$ cat config.mk
export PLATFORM = sky130hd
export DESIGN_NAME = ccd_frame_capture
export DESIGN_NICKNAME = d
export VERILOG_FILES = /design/src/rtl/ccd_cap_pkg.sv /design/src/rtl/ccd_strobe_decim.sv /design/src/rtl/ccd_pair_seq.sv /design/src/rtl/ccd_frame_handoff.sv /design/src/rtl/ccd_frame_capture.sv
export SDC_FILE = /design/constraint.sdc
export NUM_CORES = 1
export LEC_CHECK = 0
export ABC_AREA = 0
export BUFFER_PORTS_ARGS = -buffer_cell sky130_fd_sc_hd__buf_2
export CELL_PAD_IN_SITES_DETAIL_PLACEMENT = 0
export CELL_PAD_IN_SITES_GLOBAL_PLACEMENT = 2
export CORE_UTILIZATION = 33
export CTS_CLUSTER_DIAMETER = 150
export DETAILED_ROUTE_END_ITERATION = 16
export PLACE_DENSITY_LB_ADDON = 0.1
export SYNTH_ARGS = -nofsm -noshare
export SYNTH_HDL_FRONTEND = slang
export SYNTH_SLANG_ARGS = --single-unit
$ cat constraint.sdc
create_clock -name clk -period 4.06 [get_ports clk]
set_input_delay 0.812 -clock clk [delete_from_list [all_inputs] [get_ports clk]]
set_output_delay 0.812 -clock clk [all_outputs]
set_load 0.1 [all_outputs]
$ cat src/rtl/ccd_cap_pkg.sv
package ccd_cap_pkg;

   typedef enum logic [1:0] {
      SEQ_IDLE,
      SEQ_WAIT,
      SEQ_CONV_EVEN,
      SEQ_CONV_ODD
   } seq_state_e;

   localparam logic CHAN_EVEN = 1'b0;
   localparam logic CHAN_ODD  = 1'b1;

endpackage

$ cat src/rtl/ccd_strobe_decim.sv
module ccd_strobe_decim #(
   parameter int DECIM_N = 40
) (
   input  logic clk,
   input  logic rst_n,
   input  logic strobe,
   output logic arm
);

   generate
      if (DECIM_N < 1) begin : g_bad_n
         $error("ccd_strobe_decim: DECIM_N must be at least 1");
      end

      if (DECIM_N == 1) begin : g_every
         always_ff @(posedge clk) begin
            if (!rst_n) arm <= 1'b0;
            else        arm <= strobe;
         end
      end else begin : g_count
         localparam int CNT_W = $clog2(DECIM_N);
         localparam logic [CNT_W-1:0] CNT_LAST = CNT_W'(DECIM_N - 1);
         logic [CNT_W-1:0] strobe_cnt;

         always_ff @(posedge clk) begin
            if (!rst_n) begin
               strobe_cnt <= '0;
               arm        <= 1'b0;
            end else begin
               arm <= 1'b0;
               if (strobe) begin
                  if (strobe_cnt == CNT_LAST) begin
                     strobe_cnt <= '0;
                     arm        <= 1'b1;
                  end else begin
                     strobe_cnt <= strobe_cnt + 1'b1;
                  end
               end
            end
         end
      end
   endgenerate

   AST_ARM_FROM_STROBE: assert property (@(posedge clk) disable iff (!rst_n)
      arm |-> $past(strobe));

endmodule

$ cat src/rtl/ccd_pair_seq.sv
module ccd_pair_seq
   import ccd_cap_pkg::*;
#(
   parameter int SAMPLE_W      = 12,
   parameter int WORD_W        = 16,
   parameter int PIXELS_PER_CH = 3822,
   parameter int ADDR_W        = 13
) (
   input  logic                clk,
   input  logic                rst_n,
   input  logic                arm,
   input  logic                pix_trig,
   output logic                adc_req,
   output logic                adc_chan,
   input  logic                adc_done,
   input  logic [SAMPLE_W-1:0] adc_data,
   output logic                buf_we,
   output logic [ADDR_W-1:0]   buf_addr,
   output logic [WORD_W-1:0]   buf_wdata,
   output logic                frame_done,
   output logic                overrun
);

   localparam int FRAME_WORDS = 2 * PIXELS_PER_CH;
   localparam logic [ADDR_W-1:0] ADDR_LAST = ADDR_W'(FRAME_WORDS - 1);
   localparam int PAD_W = WORD_W - SAMPLE_W;

   seq_state_e        state;
   logic [ADDR_W-1:0] waddr;
   logic              trig_q;
   logic              trig_rise;
   logic [WORD_W-1:0] sample_word;
   logic              pending;

   assign trig_rise = pix_trig & ~trig_q;
   assign pending   = (state == SEQ_CONV_EVEN) || (state == SEQ_CONV_ODD);

   generate
      if (PAD_W < 0) begin : g_bad_w
         $error("ccd_pair_seq: WORD_W must not be narrower than SAMPLE_W");
      end
      if (PAD_W == 0) begin : g_exact
         assign sample_word = adc_data;
      end else begin : g_zext
         assign sample_word = {{PAD_W{1'b0}}, adc_data};
      end
   endgenerate

   always_ff @(posedge clk) begin
      if (!rst_n) begin
         state      <= SEQ_IDLE;
         waddr      <= '0;
         trig_q     <= 1'b0;
         adc_req    <= 1'b0;
         adc_chan   <= CHAN_EVEN;
         buf_we     <= 1'b0;
         buf_addr   <= '0;
         buf_wdata  <= '0;
         frame_done <= 1'b0;
         overrun    <= 1'b0;
      end else begin
         trig_q     <= pix_trig;
         adc_req    <= 1'b0;
         buf_we     <= 1'b0;
         frame_done <= 1'b0;
         if (arm) begin
            state    <= SEQ_WAIT;
            waddr    <= '0;
            adc_chan <= CHAN_EVEN;
         end else begin
            if (pending && trig_rise) overrun <= 1'b1;
            unique case (state)
               SEQ_IDLE: ;
               SEQ_WAIT: begin
                  if (trig_rise) begin
                     state    <= SEQ_CONV_EVEN;
                     adc_req  <= 1'b1;
                     adc_chan <= CHAN_EVEN;
                  end
               end
               SEQ_CONV_EVEN: begin
                  if (adc_done) begin
                     buf_we    <= 1'b1;
                     buf_addr  <= waddr;
                     buf_wdata <= sample_word;
                     waddr     <= waddr + 1'b1;
                     state     <= SEQ_CONV_ODD;
                     adc_req   <= 1'b1;
                     adc_chan  <= CHAN_ODD;
                  end
               end
               SEQ_CONV_ODD: begin
                  if (adc_done) begin
                     buf_we    <= 1'b1;
                     buf_addr  <= waddr;
                     buf_wdata <= sample_word;
                     if (waddr == ADDR_LAST) begin
                        waddr      <= '0;
                        state      <= SEQ_IDLE;
                        frame_done <= 1'b1;
                     end else begin
                        waddr <= waddr + 1'b1;
                        state <= SEQ_WAIT;
                     end
                  end
               end
               default: state <= SEQ_IDLE;
            endcase
         end
      end
   end

   AST_ODD_AFTER_DONE: assert property (@(posedge clk) disable iff (!rst_n)
      (adc_req && adc_chan) |-> $past(adc_done));
   AST_EVEN_AFTER_EDGE: assert property (@(posedge clk) disable iff (!rst_n)
      (adc_req && !adc_chan) |-> $past(trig_rise));
   AST_WRITE_AFTER_DONE: assert property (@(posedge clk) disable iff (!rst_n)
      buf_we |-> $past(adc_done));
   AST_ADDR_PARITY: assert property (@(posedge clk) disable iff (!rst_n)
      buf_we |-> (buf_addr[0] == $past(adc_chan)));
   AST_ADDR_IN_FRAME: assert property (@(posedge clk) disable iff (!rst_n)
      buf_we |-> (buf_addr <= ADDR_LAST));
   AST_DONE_ON_LAST: assert property (@(posedge clk) disable iff (!rst_n)
      frame_done |-> (buf_we && buf_addr == ADDR_LAST));
   AST_OVERRUN_STICKY: assert property (@(posedge clk) disable iff (!rst_n)
      $past(overrun) |-> overrun);

endmodule

$ cat src/rtl/ccd_frame_handoff.sv
module ccd_frame_handoff (
   input  logic clk,
   input  logic rst_n,
   input  logic frame_done,
   input  logic tx_ready,
   input  logic tx_done,
   output logic tx_start,
   output logic tx_busy,
   output logic frame_dropped
);

   always_ff @(posedge clk) begin
      if (!rst_n) begin
         tx_start      <= 1'b0;
         tx_busy       <= 1'b0;
         frame_dropped <= 1'b0;
      end else begin
         tx_start      <= 1'b0;
         frame_dropped <= 1'b0;
         if (tx_done) tx_busy <= 1'b0;
         if (frame_done) begin
            if (tx_ready && !tx_busy) begin
               tx_start <= 1'b1;
               tx_busy  <= 1'b1;
            end else begin
               frame_dropped <= 1'b1;
            end
         end
      end
   end

   AST_START_NEEDS_IDLE: assert property (@(posedge clk) disable iff (!rst_n)
      tx_start |-> ($past(tx_ready) && !$past(tx_busy)));
   AST_BUSY_AFTER_START: assert property (@(posedge clk) disable iff (!rst_n)
      tx_start |-> tx_busy);
   AST_BUSY_FALL: assert property (@(posedge clk) disable iff (!rst_n)
      $fell(tx_busy) |-> $past(tx_done));
   AST_ONE_OUTCOME: assert property (@(posedge clk) disable iff (!rst_n)
      !(tx_start && frame_dropped));
   AST_FRAME_RESOLVED: assert property (@(posedge clk) disable iff (!rst_n)
      $past(frame_done) |-> (tx_start || frame_dropped));

endmodule

$ cat src/rtl/ccd_frame_capture.sv
module ccd_frame_capture #(
   parameter int SAMPLE_W      = 12,
   parameter int WORD_W        = 16,
   parameter int PIXELS_PER_CH = 3822,
   parameter int DECIM_N       = 40,
   localparam int ADDR_W       = $clog2(2 * PIXELS_PER_CH)
) (
   input  logic                clk,
   input  logic                rst_n,
   input  logic                frame_strobe,
   input  logic                pix_trig,
   output logic                adc_req,
   output logic                adc_chan,
   input  logic                adc_done,
   input  logic [SAMPLE_W-1:0] adc_data,
   output logic                buf_we,
   output logic [ADDR_W-1:0]   buf_addr,
   output logic [WORD_W-1:0]   buf_wdata,
   input  logic                tx_ready,
   output logic                tx_start,
   input  logic                tx_done,
   output logic                tx_busy,
   output logic                frame_dropped,
   output logic                overrun
);

   generate
      if (PIXELS_PER_CH < 1) begin : g_bad_pix
         $error("ccd_frame_capture: PIXELS_PER_CH must be at least 1");
      end
      if (SAMPLE_W < 1 || WORD_W < SAMPLE_W) begin : g_bad_width
         $error("ccd_frame_capture: need 1 <= SAMPLE_W <= WORD_W");
      end
   endgenerate

   logic arm;
   logic frame_done;

   ccd_strobe_decim #(
      .DECIM_N (DECIM_N)
   ) i_decim (
      .clk    (clk),
      .rst_n  (rst_n),
      .strobe (frame_strobe),
      .arm    (arm)
   );

   ccd_pair_seq #(
      .SAMPLE_W      (SAMPLE_W),
      .WORD_W        (WORD_W),
      .PIXELS_PER_CH (PIXELS_PER_CH),
      .ADDR_W        (ADDR_W)
   ) i_seq (
      .clk        (clk),
      .rst_n      (rst_n),
      .arm        (arm),
      .pix_trig   (pix_trig),
      .adc_req    (adc_req),
      .adc_chan   (adc_chan),
      .adc_done   (adc_done),
      .adc_data   (adc_data),
      .buf_we     (buf_we),
      .buf_addr   (buf_addr),
      .buf_wdata  (buf_wdata),
      .frame_done (frame_done),
      .overrun    (overrun)
   );

   ccd_frame_handoff i_handoff (
      .clk           (clk),
      .rst_n         (rst_n),
      .frame_done    (frame_done),
      .tx_ready      (tx_ready),
      .tx_done       (tx_done),
      .tx_start      (tx_start),
      .tx_busy       (tx_busy),
      .frame_dropped (frame_dropped)
   );

endmodule

==> results.md, run 1 <==
- The die outline height is 86.14 um.
- Buffers inserted to repair hold after CTS numbered 0.
- The floorplan row count is 30.
- Summed over all cells, the static leakage comes to 1.063 nW.
- The final weighted congestion in routability-driven placement is 0.7340.
- Of the total synthesized cell area, the portion taken by XOR and XNOR cells is 6.374%.
- The normalized max-slew margin is 29.80%.
- The layout has 755 filler cells.
- The number of gates given a new drive strength after cts is 0.
- Setup violations remaining at the end of the flow were counted as 0.
- The required time at the worst-slack endpoint is 4.30 ns.
- The highest clock frequency the design can meet is 0.4321 GHz.
- Counting the buffers created by CTS gives 5.
- After Yosys synthesis, full adders, half adders and majority gates account for 3.749% of the synthesized area.
- The area of the multi-input gates is 1110 um^2.
- The diode insertion count for antenna repair is 0.
- For this run, the total global-route usage over all layers was measured as 14.19%.
- The quantity of I/O buffers inserted on ports is 50.
- At the worst endpoint, the arrival time is 2.55 ns.
- The detailed router finished its first iteration with 84 violations.
- Summing the areas of all and, or, nand and nor instances in the mapped netlist gives 25.98% of the synthesized area.
- Across all hold checks on the routed design, the worst slack comes to 0.4550 ns.
- In the routed layout, each cell is associated on average with a via count of 4.495.
- Along the worst path, the maximum fanout reaches 25.
- The count of pins over their slew limit is 0.
- Detailed routing inserted a total of 1861 vias.
- The clock latency on the worst-skew pair is 0.30 ns.
- The clock-pin slew reported for the worst setup and hold paths after clock tree synthesis is 0.10 ns.
- Entering global routing, the biggest net connects 33 pins.
- The number of antenna violations at the first check in global routing came to 0.
- The minimum period implied by the final worst setup slack is 2.314 ns.
- The cell sitting at the root of the clock tree is a clkbuf_8.
- The max-capacitance violation count is 0.
- The total number of yosys warnings is 0.
- In the routed design, unresolved DRC markers number 0.
- During I/O placement, the number of pins put on the boundary was 55.
- The floorplan step defined a core boundary enclosing 6832 um^2.
- The effective utilization at floorplan is 34.19%.
- The worst supply voltage drop on vdd is 0.2026 mV.
- The post-synthesis mux area share is 0.4285%.
- The type of element capturing the critical path is a register.
- The post-synth design cell area is 2336 um^2.
- Counting every instance in the synthesized netlist gives 273.
- The first TritonRoute pass finished after 4 iterations.
- The longest clock path from root to sink contains 2 buffers.
- The area growth from synthesis to layout is 16.50%.
- After detailed routing, the average wire length per cell comes to 11.93 um.
- For this run, the leading register cell type out of synthesis is dfxtp_1.
- At the end of the flow, the number of nets in the layout was 343.
- Each instance of the synthesized netlist takes up on average 8.557 um^2.
- The floorplan step defined a die boundary enclosing 7419 um^2.
- In this run the post-CTS setup repair buffer count came out at 0.
- The synthesized netlist contains 36 unique library cells.
- The wire length of the first global-routing pass is 8328 um.
- STA classifies the critical path startpoint as a register.
- After synthesis, the share of flip-flops with an asynchronous set or reset is 0%.
- The flow ran to the end, and the final reports show no timing, DRC or antenna violations.
- The floorplan step set the die width to 86.14 um.
- The worst setup path is of the register to register kind.
- By area, the combinational part of the netlist is dominated by simple AND/OR/NAND/NOR gates.
- The share of the clock period used by the worst path after layout is 57.00%.
- In this run the remaining antenna-violating nets after routing total 0.
- The storage element area is 1121 um^2.
- The clock tree from TritonCTS is yes.
- Power spread over the standard cell area amounts to 502.5 nW/um^2.
- Across the routed clock network, the largest skew measured is 0.006304 ns.
- Once detailed placement completed, the half-perimeter wirelength came to 3365 um.
- Counting flops with a built-in enable in the synthesized netlist gives 0.
- The flip-flop and latch count after synthesis is 56.
- The type of the most critical hold path is register to register.
- The total negative slack is 0 ns.
- The clock sink count is 56.
- For the pin with the worst max-slew slack, the measured transition is 1.052 ns.
- The total length of routed wires is 4939 um.
- The deepest level of the CTS H-tree is 2.
- The sequential element share of the synthesized area is 47.99%.
- The compound-cell area share of the yosys netlist is 10.23%.
- The final hold violation count came to 0.
- The fraction of final layout cells with drive strength greater than 1 is 23.27%.
- Setup repair after global routing left no endpoint under its margin.
- The remaining global-route overflow is 0.
- The via count of the first global-routing pass is 1715.
## cells by family after synthesis
| kind of cell | Yosys count |
|---|---|
| xor+xnor | 17 |
| other cells | 1 |
| simple gates | 129 |
| compound gates | 40 |
| flops | 56 |
| fa+ha+maj | 7 |
| buf+inv | 22 |
| mux | 1 |
## layer usage
metal  global-route usage [%]  part of all wire (%)  routed length, um  vias up
met4                    5.000                   1.2                 61        0
met1                    19.83                    54               2662      845
met5                        0                     0                  0        -
met2                    21.65                    42               2060       29
li1                         -                     -                  -      981
met3                    2.887                   3.1                155        6
## synth_stat cells (2+ instances only)
cell / n / area [um^2]
a21oi_1: 29 / 145.1
nor3_1: 7 / 35.03
ha_1: 7 / 87.58
xnor2_1: 12 / 105.1
nand4_1: 6 / 37.54
nand2b_1: 3 / 18.77
clkbuf_1: 8 / 30.03
buf_4: 4 / 30.03
a211oi_1: 3 / 22.52
buf_2: 4 / 20.02
nor3b_1: 2 / 15.01
nand3_1: 6 / 30.03
xor2_1: 5 / 43.79
dfxtp_1: 56 / 1121
nor4_1: 4 / 25.02
inv_1: 5 / 18.77
nand2_1: 64 / 240.2
nor2_1: 21 / 78.83
nor2_2: 10 / 62.56
## critical path, cell delays in order, from the launching register on
cell,delay [ns]
dfxtp_1,0.37
inv_1,0.10
ha_1,0.35
o21ai_1,0.27
nor2_2,0.85
nand2_1,0.15
a21oi_1,0.15
## power by group
group          internal, mW  switching (mW)
combinational        0.0948           0.339
clock                 0.139           0.178
sequential            0.588          0.0290
## layout make-up
class                   count  area share (%)
well taps                  96           4.414
flip-flops and latches     56           41.20
repair buffers             51           9.471
multi-input cells         198           40.78
inverters                   5          0.6897
clock inverters             1          0.2759
clock buffers               7           3.172
## worst paths after layout
check                     startpoint                 end  slack (ns)  depth (start not counted)
setup / recovery      i_seq.state[0]   i_seq.buf_addr[8]        1.75                          6
hold / removal    i_seq.buf_wdata[2]  i_seq.buf_wdata[2]        0.46                          2
setup reg to reg      i_seq.state[0]   i_seq.buf_addr[8]        1.75                          6
hold reg to reg   i_seq.buf_wdata[2]  i_seq.buf_wdata[2]        0.46                          2
## cell usage in the layout (no fill, tap or decap), types with 2 or more instances in the layout
master,n
nor3_1,7
nor2_1,20
nand4_1,6
xor2_1,5
nor3b_1,2
xnor2_1,12
dfxtp_1,56
conb_1,4
a21oi_1,29
nor4_1,4
nand3_1,6
inv_1,5
clkbuf_8,6
ha_1,7
nand2_1,64
a211oi_1,3
nor2_2,11
nand2b_1,3
buf_2,50
## through the flow
stage               utilization, %  setup slack (ns)  instances  total power [mW]  instance area (um^2)
floorplan                        -             2.261        276            0.9968                  2347
global placement             38.46             1.594        406             1.070                  2628
detailed placement           38.46             1.593        406             1.070                  2628
CTS                          39.84             1.689        414             1.389                  2721
global route                 39.84             1.442        414             1.458                  2721
finish                       39.84             1.746        414             1.368                  2721
## flip-flops by register name, summed over array words and instances (netlist names), 2 cells and up
name,flops
i_decim.g_count.strobe_cnt,6
i_seq.buf_wdata,12
i_seq.state,2
i_seq.buf_addr,13
i_seq.waddr,13
(Power assumes the default switching activity.)
==> run 2: changes to the inputs <==
--- a/config.mk
+++ b/config.mk
@@ -9,7 +9,7 @@
 export BUFFER_PORTS_ARGS = -buffer_cell sky130_fd_sc_hd__buf_2
 export CELL_PAD_IN_SITES_DETAIL_PLACEMENT = 0
 export CELL_PAD_IN_SITES_GLOBAL_PLACEMENT = 2
-export CORE_UTILIZATION = 33
+export CORE_UTILIZATION = 31
 export CTS_CLUSTER_DIAMETER = 150
 export DETAILED_ROUTE_END_ITERATION = 16
 export PLACE_DENSITY_LB_ADDON = 0.1
==> constraint.sdc (replaced) <==
create_clock -name clk -period 2.2 [get_ports clk]
set_input_delay 0.44 -clock clk [delete_from_list [all_inputs] [get_ports clk]]
set_output_delay 0.44 -clock clk [all_outputs]
set_load 0.1 [all_outputs]
==> run 2 against run 1 <==
Clock skew increased by 0.0053 ns. First-iteration DRC count down 46%. Worst hold slack worse by 0.16 ns. Global-route usage is 0.57 points lower. Count of clock-buffer cells in the layout down 2. Critical path depth unchanged. Final cell count is 2.4% higher. Critical endpoint is now i_seq.buf_addr[1]. Largest power group unchanged.
==> results.md, run 2 (synthesis gave the netlist of run 1 again) <==
- The share of the clock period used by the worst path after layout is 84.85% (+28 points).
- In the layout the commonest cells are nand2_1, dfxtp_1, buf_2.
- The count of pins over their slew limit was 0 (unchanged).
- The slew at the pin closest to its max-slew limit is 0.9935 ns (-0.05834 ns).
- The cell count of the worst reg-to-reg path is 6 (unchanged).
- The leakage power summed over all cells came to 1.105 nW (+3.9%).
- The deepest level of the CTS H-tree was 2 (unchanged).
- The final weighted congestion in routability-driven placement was 0.7443 (+1.4%).
- In this run the worst setup path terminates at i_seq.buf_addr[1].
- The number of hold buffers added after CTS came to 0 (unchanged).
- The run finished with clean final reports.
- The total negative slack came to 0 ns (unchanged).
- The total clock buffers created by CTS is 5 (unchanged).
- The power density over the cells is 926.4 nW/um^2 (+84%).
- The switching power is 1.052 mW (+93%).
- The final net count was 350 (+2.0%).
- The number of antenna violations at the first check in global routing is 0 (unchanged).
- The via count of the first global-routing pass was 1690 (-1.5%).
- The worst setup path is launched from a register.
- The I/O pin total is 55 (unchanged).
- The die outline height is 88.81 um (+3.1%).
- The type of element capturing the critical path is a register.
- The clock sink count is 56 (unchanged).
- The detail-routed via count per cell was 4.460 (-0.78%).
- The share of total power in the clock network was 23.1% (about the same).
- The cell family contributing the most delay on the critical path is simple AND/OR/NAND/NOR gates.
- The iteration count of the initial detailed-routing pass is 4 (unchanged).
- The number of DRC markers after the initial detailed-route iteration is 45 (-46%).
- The floorplan row count came to 31 (+3.3%).
- The max-capacitance violation count came to 0 (unchanged).
- Setup repair after global routing left no endpoint under its margin.
- The critical path goes through inv_1 > ha_1 > o21ai_1 > nor2_2 > nand2_1 > a21oi_1.
- The largest individual stage delay along the critical path comes from the cell nor2_2.
- Compared with the post-synthesis result, the final layout area differs by 19.44%.
- The wire length of the first global-routing pass is 8266 um (-0.74%).
- TritonCTS built the clock tree.
- The delay of the slowest critical-path stage came to 0.77 ns (-0.08 ns).
- The placeable core region came to 7253 um^2 (+6.2%).
- The logic depth of the worst setup path including buffers is 6 (unchanged).
- The sequential cell fraction of total power is 44.0% (-1.1 points).
- The final routed wire length divided by cell count was 11.91 um (-0.14%).
- The normalized max-slew margin is 33.69% (+3.9 points).
- The clock-pin slew reported for the worst setup and hold paths after clock tree synthesis was 0.11 ns (about the same).
- The number of vias in the routed layout is 1891 (+1.6%).
- The internal reg-to-reg setup slack was 0.33 ns (-1.41 ns).
- The total setup buffers inserted after CTS is 0 (unchanged).
- The highest fanout seen on the critical path is 25 (unchanged).
- The combinational cell fraction of total power is 32.9% (+1.2 points).
- The horizontal die dimension is 88.81 um (+3.1%).
- The post-layout instance area is 2790 um^2 (+2.5%).
- The total length of routed wires is 5051 um (+2.3%).
- The remaining global-route overflow is 0 (unchanged).
- The final hold violation count is 0 (unchanged).
- The number of DRC violations after detailed routing is 0 (unchanged).
- The final HPWL from detailed placement is 3533 um (+5.0%).
- The internal power contribution was 1.533 mW (+87%).
- In this run the critical register-to-register path is launched from i_seq.state[0].
- The buffer type at the clock tree root is clkbuf_8.
- The floorplan die area is 7886 um^2 (+6.3%).
- The diode insertion count for antenna repair is 0 (unchanged).
- The library cell used most frequently in the layout, excluding fill and tap cells, is nand2_1.
- The effective utilization at floorplan is 32.21% (-2.0 points).
- The maximum count of clock buffers along a single path was 2 (unchanged).
- In this run the worst setup path begins at i_seq.state[0].
- The minimum period implied by the final worst setup slack is 1.867 ns (-0.4474 ns).
- The worst clock skew is 0.01164 ns (+0.005334 ns).
- The maximum number of pins on one net before global-route repair is 27 (-18%).
- The placement-stage cell area is 2696 um^2 (+2.6%).
- The highest clock frequency the design can meet is 0.5357 GHz (+24%).
- The required time at the worst-slack endpoint is 2.46 ns (-1.84 ns).
- The global router's overall resource usage came to 13.62% (-0.57 points).
- The buffering stage count on the worst path with inverters included is 1 (unchanged).
- The clock latency on the worst-skew pair came to 0.32 ns (+0.02 ns).
- The terminus of the critical flop-to-flop path is i_seq.buf_addr[1].
- The largest registers in the layout are i_seq.buf_addr x13, i_seq.waddr x13, i_seq.buf_wdata x12.
- The quantity of I/O buffers inserted on ports came to 50 (unchanged).
- The number of gates given a new drive strength after cts came to 0 (unchanged).
- The worst supply voltage drop on vdd is 0.2712 mV (+34%).
- By startpoint and endpoint, the worst setup path is classified as register to register.
- The final setup violation count came to 0 (unchanged).
- The tightest min-delay check is of the input pin to register type.
- The switching power share of the total was 40.70% (+0.80 points).
- The number of nets with antenna violations after routing is 0 (unchanged).
- The fraction of final layout cells with drive strength greater than 1 is 25.23% (+2.0 points).
- The data arrival at the endpoint of the critical path is 2.13 ns (-0.42 ns).
==> run 2: worst min-delay path by stage <==
stage | start | endpoint | slack [ns] | cells past startpoint
6_report | tx_ready | i_handoff.frame_dropped | 0.30 | 2
5_1_grt | tx_ready | i_handoff.frame_dropped | 0.28 | 2
4_1_cts | tx_ready | i_handoff.frame_dropped | 0.28 | 2
3_5_place_dp | i_seq.buf_wdata[8] | i_seq.buf_wdata[8] | 0.45 | 2
3_3_place_gp | i_seq.buf_wdata[11] | i_seq.buf_wdata[11] | 0.44 | 2
2_1_floorplan | i_seq.frame_done | i_handoff.frame_dropped | 0.43 | 2
==> run 2: cell type report <==
| cell class | count | area, um^2 |
|---|---|---|
| Timing Repair Buffer | 58 | 322.8 |
| Inverter | 5 | 18.77 |
| Multi-Input combinational cell | 198 | 1110 |
| Clock buffer | 5 | 68.82 |
| Sequential cell | 56 | 1121 |
| Tap cell | 99 | 123.9 |
| Fill cell | 767 | 4463 |
| Clock inverter | 3 | 25.02 |
==> run 2: metal layers <==
metal,wire length (um),track usage (%)
met1,2643,19.19
met2,2176,20.63
met3,161,2.985
met4,69,4.399
met5,0,0
==> run 2: power by group through the flow <==
stage | Clock [mW] | Sequential, mW | Combinational (mW)
floorplan | 0 | 1.45 | 0.388
global placement | 0 | 1.16 | 0.868
detailed placement | 0 | 1.16 | 0.868
CTS | 0.632 | 1.14 | 0.870
global route | 0.669 | 1.15 | 0.929
finish | 0.597 | 1.14 | 0.849
==> run 2: per-stage QoR <==
stage	hold WS, ns	util (%)	cells	power (mW)	worst slack, ns
floorplan	0.4284	-	276	1.839	0.4013
global placement	0.4429	37.17	416	2.029	0.3292
detailed placement	0.4457	37.17	416	2.031	0.2235
CTS	0.2849	38.47	424	2.643	0.2262
global route	0.2798	38.47	424	2.752	0.02316
finish	0.2955	38.47	424	2.585	0.3332
